===== config.mk =====
export PLATFORM = sky130hd
export DESIGN_NAME = issue_resv_timers
export DESIGN_NICKNAME = d
export VERILOG_FILES = /design/src/rtl/resv_pkg.sv /design/src/rtl/resv_decode.sv /design/src/rtl/resv_timer.sv /design/src/rtl/resv_counter.sv /design/src/rtl/issue_resv_timers.sv
export SDC_FILE = /design/constraint.sdc
export NUM_CORES = 1
export LEC_CHECK = 0
export ABC_AREA = 1
export BUFFER_PORTS_ARGS = -buffer_cell sky130_fd_sc_hd__buf_2
export CAP_MARGIN = 0
export CORE_UTILIZATION = 50
export DETAILED_ROUTE_END_ITERATION = 12
export PLACE_DENSITY_LB_ADDON = 0.1
export SETUP_SLACK_MARGIN = 0.1
export SYNTH_ARGS = -nofsm -noshare
export SYNTH_HDL_FRONTEND = slang
export SYNTH_SLANG_ARGS = --single-unit

===== constraint.sdc =====
create_clock -name clk -period 6.5 [get_ports clk]
set_input_delay 0.975 -clock clk [delete_from_list [all_inputs] [get_ports clk]]
set_output_delay 0.975 -clock clk [all_outputs]
set_load 0.1 [all_outputs]

===== src/rtl/resv_pkg.sv =====
package resv_pkg;

    typedef enum logic [3:0] {
        OP_NOP     = 4'd0,
        OP_ALU     = 4'd1,
        OP_BARRIER = 4'd2,
        OP_GLB_RD  = 4'd3,
        OP_GLB_WR  = 4'd4,
        OP_GLB_AT  = 4'd5,
        OP_SHR_RD  = 4'd6,
        OP_SHR_WR  = 4'd7,
        OP_SHR_AT  = 4'd8,
        OP_PRV_RD  = 4'd9,
        OP_PRV_WR  = 4'd10,
        OP_PRV_AT  = 4'd11,
        OP_FLAT_RD = 4'd12,
        OP_FLAT_WR = 4'd13
    } op_class_e;

    typedef enum logic {
        T_IDLE = 1'b0,
        T_BUSY = 1'b1
    } tmr_state_e;

    typedef struct packed {
        logic ld_alu;
        logic ld_simd_slot;
        logic ld_gm_slot;
        logic ld_lm_slot;
        logic ld_gm_bus;
        logic ld_lm_bus;
        logic bus_long;
        logic inc_total;
        logic inc_gm_rd;
        logic inc_gm_wr;
        logic inc_lm_rd;
        logic inc_lm_wr;
    } resv_req_t;

    localparam int NUM_CNT = 5;
    localparam int CI_TOTAL = 0;
    localparam int CI_GM_RD = 1;
    localparam int CI_GM_WR = 2;
    localparam int CI_LM_RD = 3;
    localparam int CI_LM_WR = 4;

endpackage


===== src/rtl/resv_decode.sv =====
module resv_decode
    import resv_pkg::*;
(
    input  logic       issue_valid,
    input  logic [3:0] issue_class,
    input  logic       flat_shared,
    output resv_req_t  req
);

    logic is_rd;
    logic is_wr;
    logic to_local;
    logic count_local;
    logic is_mem;

    always_comb begin
        is_rd       = 1'b0;
        is_wr       = 1'b0;
        to_local    = 1'b0;
        count_local = 1'b0;
        is_mem      = 1'b0;
        req         = '0;
        if (issue_valid) begin
            unique case (issue_class)
                OP_ALU: begin
                    req.ld_alu       = 1'b1;
                    req.ld_simd_slot = 1'b1;
                end
                OP_BARRIER: req.ld_simd_slot = 1'b1;
                OP_GLB_RD, OP_PRV_RD: begin
                    is_mem = 1'b1; is_rd = 1'b1;
                end
                OP_GLB_WR, OP_PRV_WR: begin
                    is_mem = 1'b1; is_wr = 1'b1;
                end
                OP_GLB_AT, OP_PRV_AT: begin
                    is_mem = 1'b1; is_rd = 1'b1; is_wr = 1'b1;
                end
                OP_SHR_RD: begin
                    is_mem = 1'b1; is_rd = 1'b1;
                    to_local = 1'b1; count_local = 1'b1;
                end
                OP_SHR_WR: begin
                    is_mem = 1'b1; is_wr = 1'b1;
                    to_local = 1'b1; count_local = 1'b1;
                end
                OP_SHR_AT: begin
                    is_mem = 1'b1; is_rd = 1'b1; is_wr = 1'b1;
                    to_local = 1'b1; count_local = 1'b1;
                end
                OP_FLAT_RD: begin
                    is_mem = 1'b1; is_rd = 1'b1;
                    to_local = flat_shared;
                end
                OP_FLAT_WR: begin
                    is_mem = 1'b1; is_wr = 1'b1;
                    to_local = flat_shared;
                end
                default: ;
            endcase
            if (is_mem) begin
                req.ld_gm_bus  = !to_local;
                req.ld_lm_bus  = to_local;
                req.ld_gm_slot = !to_local;
                req.ld_lm_slot = to_local;
                req.bus_long   = is_wr;
                req.inc_total  = 1'b1;
                req.inc_gm_rd  = is_rd && !count_local;
                req.inc_gm_wr  = is_wr && !count_local;
                req.inc_lm_rd  = is_rd && count_local;
                req.inc_lm_wr  = is_wr && count_local;
            end
        end
    end

endmodule


===== src/rtl/resv_timer.sv =====
module resv_timer
    import resv_pkg::*;
#(
    parameter int W = 6
) (
    input  logic         clk,
    input  logic         rst_n,
    input  logic         load,
    input  logic [W-1:0] value,
    output logic         ready
);

    localparam logic [W-1:0] ONE = W'(1);

    tmr_state_e   state_q, state_n;
    logic [W-1:0] cnt_q, cnt_n;

    always_comb begin
        state_n = state_q;
        cnt_n   = cnt_q;
        unique case (state_q)
            T_IDLE: begin
                if (load) begin
                    cnt_n   = value;
                    state_n = (value != '0) ? T_BUSY : T_IDLE;
                end
            end
            T_BUSY: begin
                if (load) begin
                    cnt_n   = value;
                    state_n = (value != '0) ? T_BUSY : T_IDLE;
                end else begin
                    cnt_n   = cnt_q - ONE;
                    state_n = (cnt_q == ONE) ? T_IDLE : T_BUSY;
                end
            end
            default: begin
                state_n = T_IDLE;
                cnt_n   = '0;
            end
        endcase
    end

    always_ff @(posedge clk) begin
        if (!rst_n) begin
            state_q <= T_IDLE;
            cnt_q   <= '0;
        end else begin
            state_q <= state_n;
            cnt_q   <= cnt_n;
        end
    end

    always_comb begin
        ready = (state_q == T_IDLE);
    end

    assert_load_R13: assert property (@(posedge clk) disable iff (!rst_n)
        load |=> cnt_q == $past(value));

    assert_tick_R9: assert property (@(posedge clk) disable iff (!rst_n)
        (!load && cnt_q != '0) |=> cnt_q == $past(cnt_q) - ONE);

    assert_idle_zero_R9: assert property (@(posedge clk) disable iff (!rst_n)
        (state_q == T_IDLE) |-> cnt_q == '0);

endmodule


===== src/rtl/resv_counter.sv =====
module resv_counter #(
    parameter int W = 6
) (
    input  logic         clk,
    input  logic         rst_n,
    input  logic         inc,
    input  logic         dec,
    output logic [W-1:0] count
);

    localparam logic [W-1:0] MAXV = '1;
    localparam logic [W-1:0] ONE  = W'(1);

    logic [W-1:0] cnt_q;

    always_ff @(posedge clk) begin
        if (!rst_n) begin
            cnt_q <= '0;
        end else begin
            unique case ({inc, dec})
                2'b10: if (cnt_q != MAXV) cnt_q <= cnt_q + ONE;
                2'b01: if (cnt_q != '0)   cnt_q <= cnt_q - ONE;
                default: ;
            endcase
        end
    end

    assign count = cnt_q;

    assert_collide_hold_R10: assert property (@(posedge clk) disable iff (!rst_n)
        (inc && dec) |=> $stable(cnt_q));

    assert_no_overflow_R12: assert property (@(posedge clk) disable iff (!rst_n)
        (inc && !dec && cnt_q == MAXV) |=> cnt_q == MAXV);

    assert_no_underflow_R12: assert property (@(posedge clk) disable iff (!rst_n)
        (dec && !inc && cnt_q == '0) |=> cnt_q == '0);

endmodule


===== src/rtl/issue_resv_timers.sv =====
module issue_resv_timers
    import resv_pkg::*;
#(
    parameter int NUM_SIMD    = 2,
    parameter int TIMER_W     = 6,
    parameter int CNT_W       = 6,
    parameter int RD_BUS_CYC  = 4,
    parameter int WR_BUS_CYC  = 8,
    localparam int SIMD_W     = (NUM_SIMD > 1) ? $clog2(NUM_SIMD) : 1
) (
    input  logic                clk,
    input  logic                rst_n,
    input  logic                issue_valid,
    input  logic [SIMD_W-1:0]   issue_simd,
    input  logic [3:0]          issue_class,
    input  logic                flat_shared,
    input  logic [TIMER_W-1:0]  issue_period,
    input  logic [TIMER_W-1:0]  alu_bypass,
    input  logic                dec_total,
    input  logic                dec_gm_rd,
    input  logic                dec_gm_wr,
    input  logic                dec_lm_rd,
    input  logic                dec_lm_wr,
    output logic [NUM_SIMD-1:0] alu_ready,
    output logic [NUM_SIMD-1:0] simd_slot_ready,
    output logic                gm_slot_ready,
    output logic                lm_slot_ready,
    output logic                gm_bus_ready,
    output logic                lm_bus_ready,
    output logic [CNT_W-1:0]    cnt_total,
    output logic [CNT_W-1:0]    cnt_gm_rd,
    output logic [CNT_W-1:0]    cnt_gm_wr,
    output logic [CNT_W-1:0]    cnt_lm_rd,
    output logic [CNT_W-1:0]    cnt_lm_wr
);

    localparam logic [TIMER_W-1:0] RD_LEN = TIMER_W'(RD_BUS_CYC);
    localparam logic [TIMER_W-1:0] WR_LEN = TIMER_W'(WR_BUS_CYC);

    resv_req_t         req;
    logic [TIMER_W-1:0] bus_len;
    logic [NUM_CNT-1:0] inc_vec;
    logic [NUM_CNT-1:0] dec_vec;
    logic [CNT_W-1:0]   cnt_arr [NUM_CNT];

    resv_decode u_decode (
        .issue_valid (issue_valid),
        .issue_class (issue_class),
        .flat_shared (flat_shared),
        .req         (req)
    );

    assign bus_len = req.bus_long ? WR_LEN : RD_LEN;

    for (genvar s = 0; s < NUM_SIMD; s++) begin : g_simd
        logic sel;
        assign sel = (issue_simd == SIMD_W'(s));

        resv_timer #(.W(TIMER_W)) u_alu (
            .clk   (clk),
            .rst_n (rst_n),
            .load  (req.ld_alu && sel),
            .value (alu_bypass),
            .ready (alu_ready[s])
        );

        resv_timer #(.W(TIMER_W)) u_slot (
            .clk   (clk),
            .rst_n (rst_n),
            .load  (req.ld_simd_slot && sel),
            .value (issue_period),
            .ready (simd_slot_ready[s])
        );
    end

    resv_timer #(.W(TIMER_W)) u_gm_slot (
        .clk (clk), .rst_n (rst_n),
        .load (req.ld_gm_slot), .value (issue_period), .ready (gm_slot_ready)
    );

    resv_timer #(.W(TIMER_W)) u_lm_slot (
        .clk (clk), .rst_n (rst_n),
        .load (req.ld_lm_slot), .value (issue_period), .ready (lm_slot_ready)
    );

    resv_timer #(.W(TIMER_W)) u_gm_bus (
        .clk (clk), .rst_n (rst_n),
        .load (req.ld_gm_bus), .value (bus_len), .ready (gm_bus_ready)
    );

    resv_timer #(.W(TIMER_W)) u_lm_bus (
        .clk (clk), .rst_n (rst_n),
        .load (req.ld_lm_bus), .value (bus_len), .ready (lm_bus_ready)
    );

    always_comb begin
        inc_vec           = '0;
        inc_vec[CI_TOTAL] = req.inc_total;
        inc_vec[CI_GM_RD] = req.inc_gm_rd;
        inc_vec[CI_GM_WR] = req.inc_gm_wr;
        inc_vec[CI_LM_RD] = req.inc_lm_rd;
        inc_vec[CI_LM_WR] = req.inc_lm_wr;
        dec_vec           = '0;
        dec_vec[CI_TOTAL] = dec_total;
        dec_vec[CI_GM_RD] = dec_gm_rd;
        dec_vec[CI_GM_WR] = dec_gm_wr;
        dec_vec[CI_LM_RD] = dec_lm_rd;
        dec_vec[CI_LM_WR] = dec_lm_wr;
    end

    for (genvar c = 0; c < NUM_CNT; c++) begin : g_cnt
        resv_counter #(.W(CNT_W)) u_cnt (
            .clk   (clk),
            .rst_n (rst_n),
            .inc   (inc_vec[c]),
            .dec   (dec_vec[c]),
            .count (cnt_arr[c])
        );
    end

    assign cnt_total = cnt_arr[CI_TOTAL];
    assign cnt_gm_rd = cnt_arr[CI_GM_RD];
    assign cnt_gm_wr = cnt_arr[CI_GM_WR];
    assign cnt_lm_rd = cnt_arr[CI_LM_RD];
    assign cnt_lm_wr = cnt_arr[CI_LM_WR];

    assert_flat_global_counts_R8: assert property (@(posedge clk) disable iff (!rst_n)
        (issue_valid && (issue_class == OP_FLAT_RD || issue_class == OP_FLAT_WR ||
                         issue_class == OP_PRV_RD || issue_class == OP_PRV_WR ||
                         issue_class == OP_PRV_AT) && !dec_lm_rd && !dec_lm_wr)
        |=> ($stable(cnt_lm_rd) && $stable(cnt_lm_wr)));

    assert_shared_slot_R5: assert property (@(posedge clk) disable iff (!rst_n)
        (issue_valid && issue_class == OP_SHR_RD && issue_period != '0)
        |=> !lm_slot_ready);

endmodule


==> results of run 1 <==
## sequential cells by signal, summed over array words and instances, names as in the netlist
register / cells
u_lm_bus.cnt_q: 6
g_cnt.u_cnt.count: 30
u_gm_bus.cnt_q: 6
u_gm_slot.cnt_q: 6
g_simd.u_alu.state_q: 2
u_lm_slot.state_q: 1
u_gm_bus.state_q: 1
g_simd.u_slot.cnt_q: 12
u_lm_bus.state_q: 1
u_gm_slot.state_q: 1
g_simd.u_alu.cnt_q: 12
u_lm_slot.cnt_q: 6
g_simd.u_slot.state_q: 2
## placed cells by master (no fill, tap or decap), drive strengths merged, types with 9 or more instances in the layout
cell type and count:
clkbuf 15, o211ai 10, nor2 91, dfxtp 86, nand3 56, nand2 146, a21oi 71, nor3 14
a31oi 9, o21ai 69, buf 64, ha 44, inv 126, xnor2 15, xor2 20, nand4 25
## cell type report
type,count,area [µm²]
Multi-Input combinational cell,588,3307
Clock buffer,15,186.4
Tap cell,140,175.2
Inverter,127,476.7
Fill cell,1066,4698
Sequential cell,86,1722
Timing Repair Buffer,64,322.8
## layer usage
metal  vias up  GRT usage  wire (µm)  part of all wire
met2       101     0.4013       6041              0.47
met3        19    0.05063        452             0.035
li1       2799          -          -                 -
met1      2440     0.2979       6124              0.48
met5         -          0          0                 0
met4         0    0.08317        220             0.017
## stage by stage
step                area, µm²  setup slack [ps]  hold WS, ps
detailed placement       6003              3007        458.3
global placement         6003              3161        454.0
global route             6190              3049        497.3
CTS                      6190              3425        470.8
floorplan                5613              3544        443.5
finish                   6190              3357        476.7
## how the worst min path moves through the flow
stage,from,end,slack (ps),cells after the start
floorplan,u_lm_slot.cnt_q[4]$_SDFFE_PN0P_,u_lm_slot.cnt_q[4]$_SDFFE_PN0P_,440,2
global placement,u_lm_slot.cnt_q[4]$_SDFFE_PN0P_,u_lm_slot.cnt_q[4]$_SDFFE_PN0P_,450,2
detailed placement,u_gm_slot.cnt_q[4]$_SDFFE_PN0P_,u_gm_slot.cnt_q[4]$_SDFFE_PN0P_,460,2
CTS,u_gm_slot.cnt_q[4]$_SDFFE_PN0P_,u_gm_slot.cnt_q[4]$_SDFFE_PN0P_,470,2
global route,u_gm_slot.cnt_q[4]$_SDFFE_PN0P_,u_gm_slot.cnt_q[4]$_SDFFE_PN0P_,500,2
finish,u_lm_slot.cnt_q[4]$_SDFFE_PN0P_,u_lm_slot.cnt_q[4]$_SDFFE_PN0P_,480,2
## critical path, stage by stage
cell and delay (ps):
sky130_fd_sc_hd__buf_2 130, sky130_fd_sc_hd__nor2_1 230, sky130_fd_sc_hd__nor2_1 100, sky130_fd_sc_hd__nor3_1 140
sky130_fd_sc_hd__a21oi_1 80, sky130_fd_sc_hd__nor3_1 330, sky130_fd_sc_hd__inv_1 90, sky130_fd_sc_hd__ha_1 300
sky130_fd_sc_hd__ha_1 370, sky130_fd_sc_hd__a21oi_1 170, sky130_fd_sc_hd__nand2_1 100, sky130_fd_sc_hd__nand3_1 90
sky130_fd_sc_hd__nand3_1 70, sky130_fd_sc_hd__nand2_1 70, sky130_fd_sc_hd__nand2_1 50, sky130_fd_sc_hd__a21oi_1 140
## report_power, final
group	internal, W	switching [W]	total [W]
registers	0.000585	0.0000744	0.000659
logic	0.000190	0.000531	0.000721
clock network	0.000179	0.000187	0.000366
total	0.000954	0.000792	0.00175
## logic make-up (layout without fill, tap and decap cells)
group                      Yosys count  count (layout)  synth area share
AOI/OAI and AO/OA                  170             170            0.1632
xor gates and xnor gates            35              35           0.05462
adders and majority gates           48              48            0.1124
buffers and inverters              147             206            0.1041
DFF                                 86              86            0.3067
and+or+nand+nor                    335             335            0.2590
==> results.py, run 1 <==
metrics = {
    "clock_network": {
        "cts_repair_resize_count": 0,
        "post_cts.repair.setup_buffers": 0,
        "register_clock_pin_slew_on_the_reported_worst_setup_and_hold_paths_ps": 80,
        "cts_made_buffers": 9,
        "clock_tree.root_cell": "sky130_fd_sc_hd__clkbuf_8",
        "h-tree-depth": 3,
        "clk-insertion-delay-late_ps": 370,
        "cts_tree": "done",
        "ctsLongestPathBuffers": 2,
        "post_cts_hold_buffer_count": 0,
        "clock_sink_count": 86,
    },
    "placement": {
        "dp_hpwl_um": 9540,
        "buffer_ports.inserted": 63,
        "gp_routability_congestion": 0.8839,
        "post-place-cells": 1005,
    },
    "synthesis": {
        "synth.distinct_cells": 37,
        "async_flop_share": 0,
        "synth_top_area_cell": "sky130_fd_sc_hd__dfxtp_1",
        "syn_inst": 821,
        "synth.yosys.warnings": 0,
        "yosysMostFrequentCell": "sky130_fd_sc_hd__nand2_1",
        "register_bit_total_from_synthesis": 86,
        "number_of_enable_type_register_cells_in_the_synthesized_netlist": 0,
        "yosysTopAreaCellShare": 0.3067,
        "synth_nets": 895,
        "dominantRegCellSynth": "sky130_fd_sc_hd__dfxtp_1",
        "synth_area_leaders": "sky130_fd_sc_hd__dfxtp_1, sky130_fd_sc_hd__ha_1, sky130_fd_sc_hd__nand2_1",
        "synth.yosys.seq_area_share": 0.3067,
        "avgSynthCellArea_um2": 6.837,
        "synth.cell_area_um2": 5613,
        "synth_commonest_cells": "sky130_fd_sc_hd__nand2_1, sky130_fd_sc_hd__inv_1, sky130_fd_sc_hd__nor2_1, sky130_fd_sc_hd__dfxtp_1, sky130_fd_sc_hd__a21oi_1",
    },
    "final_layout": {
        "post_layout_nonfiller_instances": 1020,
        "design.final.nets": 950,
        "final_util": 0.5685,
        "syn2layout_area_growth_pct": 10.28,
        "final_layout_size_suffix_gt1_frac": 0.1080,
        "n_antenna_cell": 0,
    },
    "setup_path": {
        "ff2ff_path_depth": 7,
        "cp_data_required_time_ps": 6790,
        "start_kind": "primary input",
        "critical_path_class": "primary input to register",
        "r2r-end": "g_cnt[0].u_cnt.count[1]$_SDFFE_PN0P_",
        "critical_path_endpoint_category": "register",
        "worst_path_arrival_time_ps": 3440,
        "worstSetupEndpoint": "g_cnt[1].u_cnt.count[5]$_SDFFE_PN0P_",
        "critPathMaxFanout": 7,
        "startpoint": "issue_class[0]",
        "reg2reg_slack_ps": 4900,
        "critical_path.reg2reg.startpoint": "g_cnt[0].u_cnt.count[0]$_SDFFE_PN0P_",
    },
    "timing": {
        "min_period_ps": 3143,
        "timing.final.crit_share": 0.4835,
        "slew-limit-headroom": 0.4151,
        "setup_repair_after_global_routing_missed_its_margin": "false",
        "setup_viol": 0,
        "timing.final.hold_violations": 0,
        "final_max_slew_viol_count": 0,
        "totalNegativeSetupSlack_ps": 0,
        "worst_slew_pin_slew_ps": 877.4,
        "skew_ps": 6.117,
        "fmaxAchievable_ghz": 0.3182,
    },
    "route": {
        "final_antenna_net_count": 0,
        "drt_iter0_drc": 234,
        "post_drt_wl_per_cell_um": 12.59,
        "totalWireLength_um": 12840,
        "dr.pass1.iters": 5,
        "post_drt_via_cell_ratio": 5.254,
        "dr_total_vias": 5359,
        "drc": 0,
    },
    "power": {
        "totalPowerFinal_w": 0.001746,
        "power.leakage_nw": 2.970,
        "vdd.ir_drop.worst_mv": 0.2650,
        "power_density_nw_per_um2": 282.1,
    },
    "floorplan": {
        "die-width_um": 108.0,
        "ioPinCount": 64,
        "initial_utilization": 0.5155,
        "die-height_um": 108.0,
        "coreArea_um2": 10890,
        "die_area_um2": 11650,
        "placement_rows": 38,
    },
    "global_route": {
        "grt_pass1_wl_um": 22080,
        "antenna_found_initial": 0,
        "grt_start_max_net_pins": 47,
        "grt_remaining_overflow": 0,
        "vias_in_the_first_global_route": 4817,
        "globalRouteTotalUtil": 0.2376,
    },
    "min_path": {
        "worstHoldPathType": "register to register",
    },
    "job": {
        "drv.max_cap_violation_count": 0,
    },
    "run_status": {
        "outcome": "complete, no violations",
    },
}
(Power assumes the default switching activity.)
==> run 2, diff against run 1 <==
clock period = 2.8 ns   (was 6.5 ns; I/O delays follow)
==> results.py, run 2 (synthesized netlist as in run 1, its figures left out) <==
metrics = {
    "route": {
        "drt_iter0_drc": 358,
        "post_drt_wl_per_cell_um": 12.71,
        "totalWireLength_um": 13090,
        "post_drt_via_cell_ratio": 5.230,
        "dr_total_vias": 5387,
        "drc": 0,
        "dr.pass1.iters": 5,
        "final_antenna_net_count": 0,
    },
    "setup_path": {
        "startpoint": "issue_class[1]",
        "critical_path.reg2reg.startpoint": "g_cnt[4].u_cnt.count[0]$_SDFFE_PN0P_",
        "critPathMaxFanout": 7,
        "start_kind": "primary input",
        "critical_path_endpoint_category": "register",
        "cp_data_required_time_ps": 3090,
        "worst_path_arrival_time_ps": 2690,
        "critical_path_class": "primary input to register",
    },
    "final_layout": {
        "mostFrequentLayoutCell": "sky130_fd_sc_hd__nand2_1",
        "design.final.nets": 959,
        "num-fill-cells": 1078,
        "max_reg_flops": 30,
        "syn2layout_area_growth_pct": 11.17,
        "n_antenna_cell": 0,
        "layout.cells.most_common_list": "sky130_fd_sc_hd__nand2_1, sky130_fd_sc_hd__inv_1, sky130_fd_sc_hd__nor2_1",
        "final_layout_size_suffix_gt1_frac": 0.1169,
    },
    "floorplan": {
        "coreArea_um2": 10890,
        "initial_utilization": 0.5155,
        "die-height_um": 108.0,
        "placement_rows": 38,
        "die-width_um": 108.0,
        "ioPinCount": 64,
        "die_area_um2": 11650,
    },
    "global_route": {
        "grt_start_max_net_pins": 46,
        "grt_remaining_overflow": 0,
        "vias_in_the_first_global_route": 4975,
        "antenna_found_initial": 0,
        "globalRouteTotalUtil": 0.2386,
        "grt_pass1_wl_um": 22130,
    },
    "timing": {
        "skew_ps": 7.511,
        "final_max_slew_viol_count": 0,
        "totalNegativeSetupSlack_ps": 0,
        "slew-limit-headroom": 0.6681,
        "worst_slew_pin_slew_ps": 501.3,
        "setup_repair_after_global_routing_missed_its_margin": "false",
        "timing.final.hold_violations": 0,
        "timing.final.ws_setup_ps": 398.2,
        "fmaxAchievable_ghz": 0.4164,
        "timing.final.crit_share": 0.8578,
        "setup_viol": 0,
        "min_period_ps": 2402,
    },
    "power": {
        "switching_share": 0.4623,
        "switching_power_w": 0.001860,
        "share_seq_of_total_power": 0.381,
        "comb_power_share": 0.423,
        "power.internal_w": 0.002164,
        "power.leakage_nw": 2.998,
        "power_density_nw_per_um2": 644.8,
        "vdd.ir_drop.worst_mv": 0.4337,
        "power.share.clock": 0.196,
    },
    "run_status": {
        "outcome": "complete, no violations",
    },
    "clock_network": {
        "clock_tree.root_cell": "sky130_fd_sc_hd__clkbuf_8",
        "cts_made_buffers": 9,
        "register_clock_pin_slew_on_the_reported_worst_setup_and_hold_paths_ps": 80,
        "h-tree-depth": 3,
        "clk-insertion-delay-late_ps": 370,
        "cts_tree": "done",
        "post_cts_hold_buffer_count": 0,
        "post_cts.repair.setup_buffers": 0,
        "cts_repair_resize_count": 0,
        "clock_sink_count": 86,
        "ctsLongestPathBuffers": 2,
    },
    "min_path": {
        "min_from": "alu_bypass[2]",
        "worstHoldPathType": "primary input to register",
    },
    "placement": {
        "placement.setup.worst_slack_ps": 37.72,
        "buffer_ports.inserted": 63,
        "gp_routability_congestion": 0.8838,
        "dp_hpwl_um": 9785,
    },
    "job": {
        "drv.max_cap_violation_count": 0,
    },
}
[run 2: changes by cell type in the layout (fill, tap and decap cells not counted), sizes merged]
cell      before  now
buf           64   73
clkbuf        15   13
clkinvlp       0    2
clkinv         1    2
[run 2: power by group through the flow]
stage / Combinational, W / Sequential [W] / Clock, W
2_1_floorplan: 0.000821 / 0.00211 / 0
3_3_place_gp: 0.00167 / 0.00155 / 0
3_5_place_dp: 0.00170 / 0.00156 / 0
4_1_cts: 0.00170 / 0.00153 / 0.000822
5_1_grt: 0.00186 / 0.00156 / 0.000868
6_report: 0.00170 / 0.00153 / 0.000791
[run 2: worst paths after layout]
path	end	slack, ps	cells after the start
max reg2reg	g_cnt[4].u_cnt.count[4]$_SDFFE_PN0P_	1270	5
min	g_simd[0].u_alu.cnt_q[2]$_SDFFE_PN0P_	340	3
max	g_cnt[2].u_cnt.count[5]$_SDFFE_PN0P_	400	19
min reg2reg	u_lm_slot.cnt_q[4]$_SDFFE_PN0P_	470	2
[run 2: cell type report]
type                    count  area, µm²  share of cell area
inverters                 127      476.7             0.07640
clock inverters             3      20.02            0.003208
multi-input cells         588       3307              0.5300
flip-flops and latches     86       1722              0.2759
well taps                 140      175.2             0.02807
clock buffers              13      148.9             0.02386
repair buffers             73      390.4             0.06256
[run 2: critical path, stage by stage]
cell and delay (ps):
sky130_fd_sc_hd__buf_2 130, sky130_fd_sc_hd__inv_2 80, sky130_fd_sc_hd__nor2_1 60, sky130_fd_sc_hd__o21ai_0 130, sky130_fd_sc_hd__o21ai_0 170, sky130_fd_sc_hd__nor2_1 120, sky130_fd_sc_hd__inv_1 40, sky130_fd_sc_hd__nor2_1 170
sky130_fd_sc_hd__inv_1 70, sky130_fd_sc_hd__ha_1 290, sky130_fd_sc_hd__ha_1 390, sky130_fd_sc_hd__nand3_1 90, sky130_fd_sc_hd__nand2_1 120, sky130_fd_sc_hd__nand3_1 100, sky130_fd_sc_hd__nand2_1 70, sky130_fd_sc_hd__nand2_1 50
sky130_fd_sc_hd__nand2_1 50, sky130_fd_sc_hd__nand2_1 40, sky130_fd_sc_hd__a21oi_1 110
[run 2: layer usage]
layer  vias up  wire length (µm)  track usage
met4         0               248      0.09785
met3        20               465      0.02893
met5         -                 0            0
li1       2824                 -            -
met1      2442              6009       0.2926
met2       101              6364       0.4208
[run 2: metrics by stage]
step                        util  power, W  area, µm²  std cells  hold slack (ps)
final                     0.5731  0.004024       6240       1030            344.9
after global routing      0.5731  0.004280       6240       1030            337.3
after CTS                 0.5731  0.004057       6240       1030            333.0
after detailed placement  0.5576  0.003257       6071       1014            463.7
after global placement    0.5576  0.003222       6071       1014            453.3
after floorplan                -  0.002929       5613        821            443.5
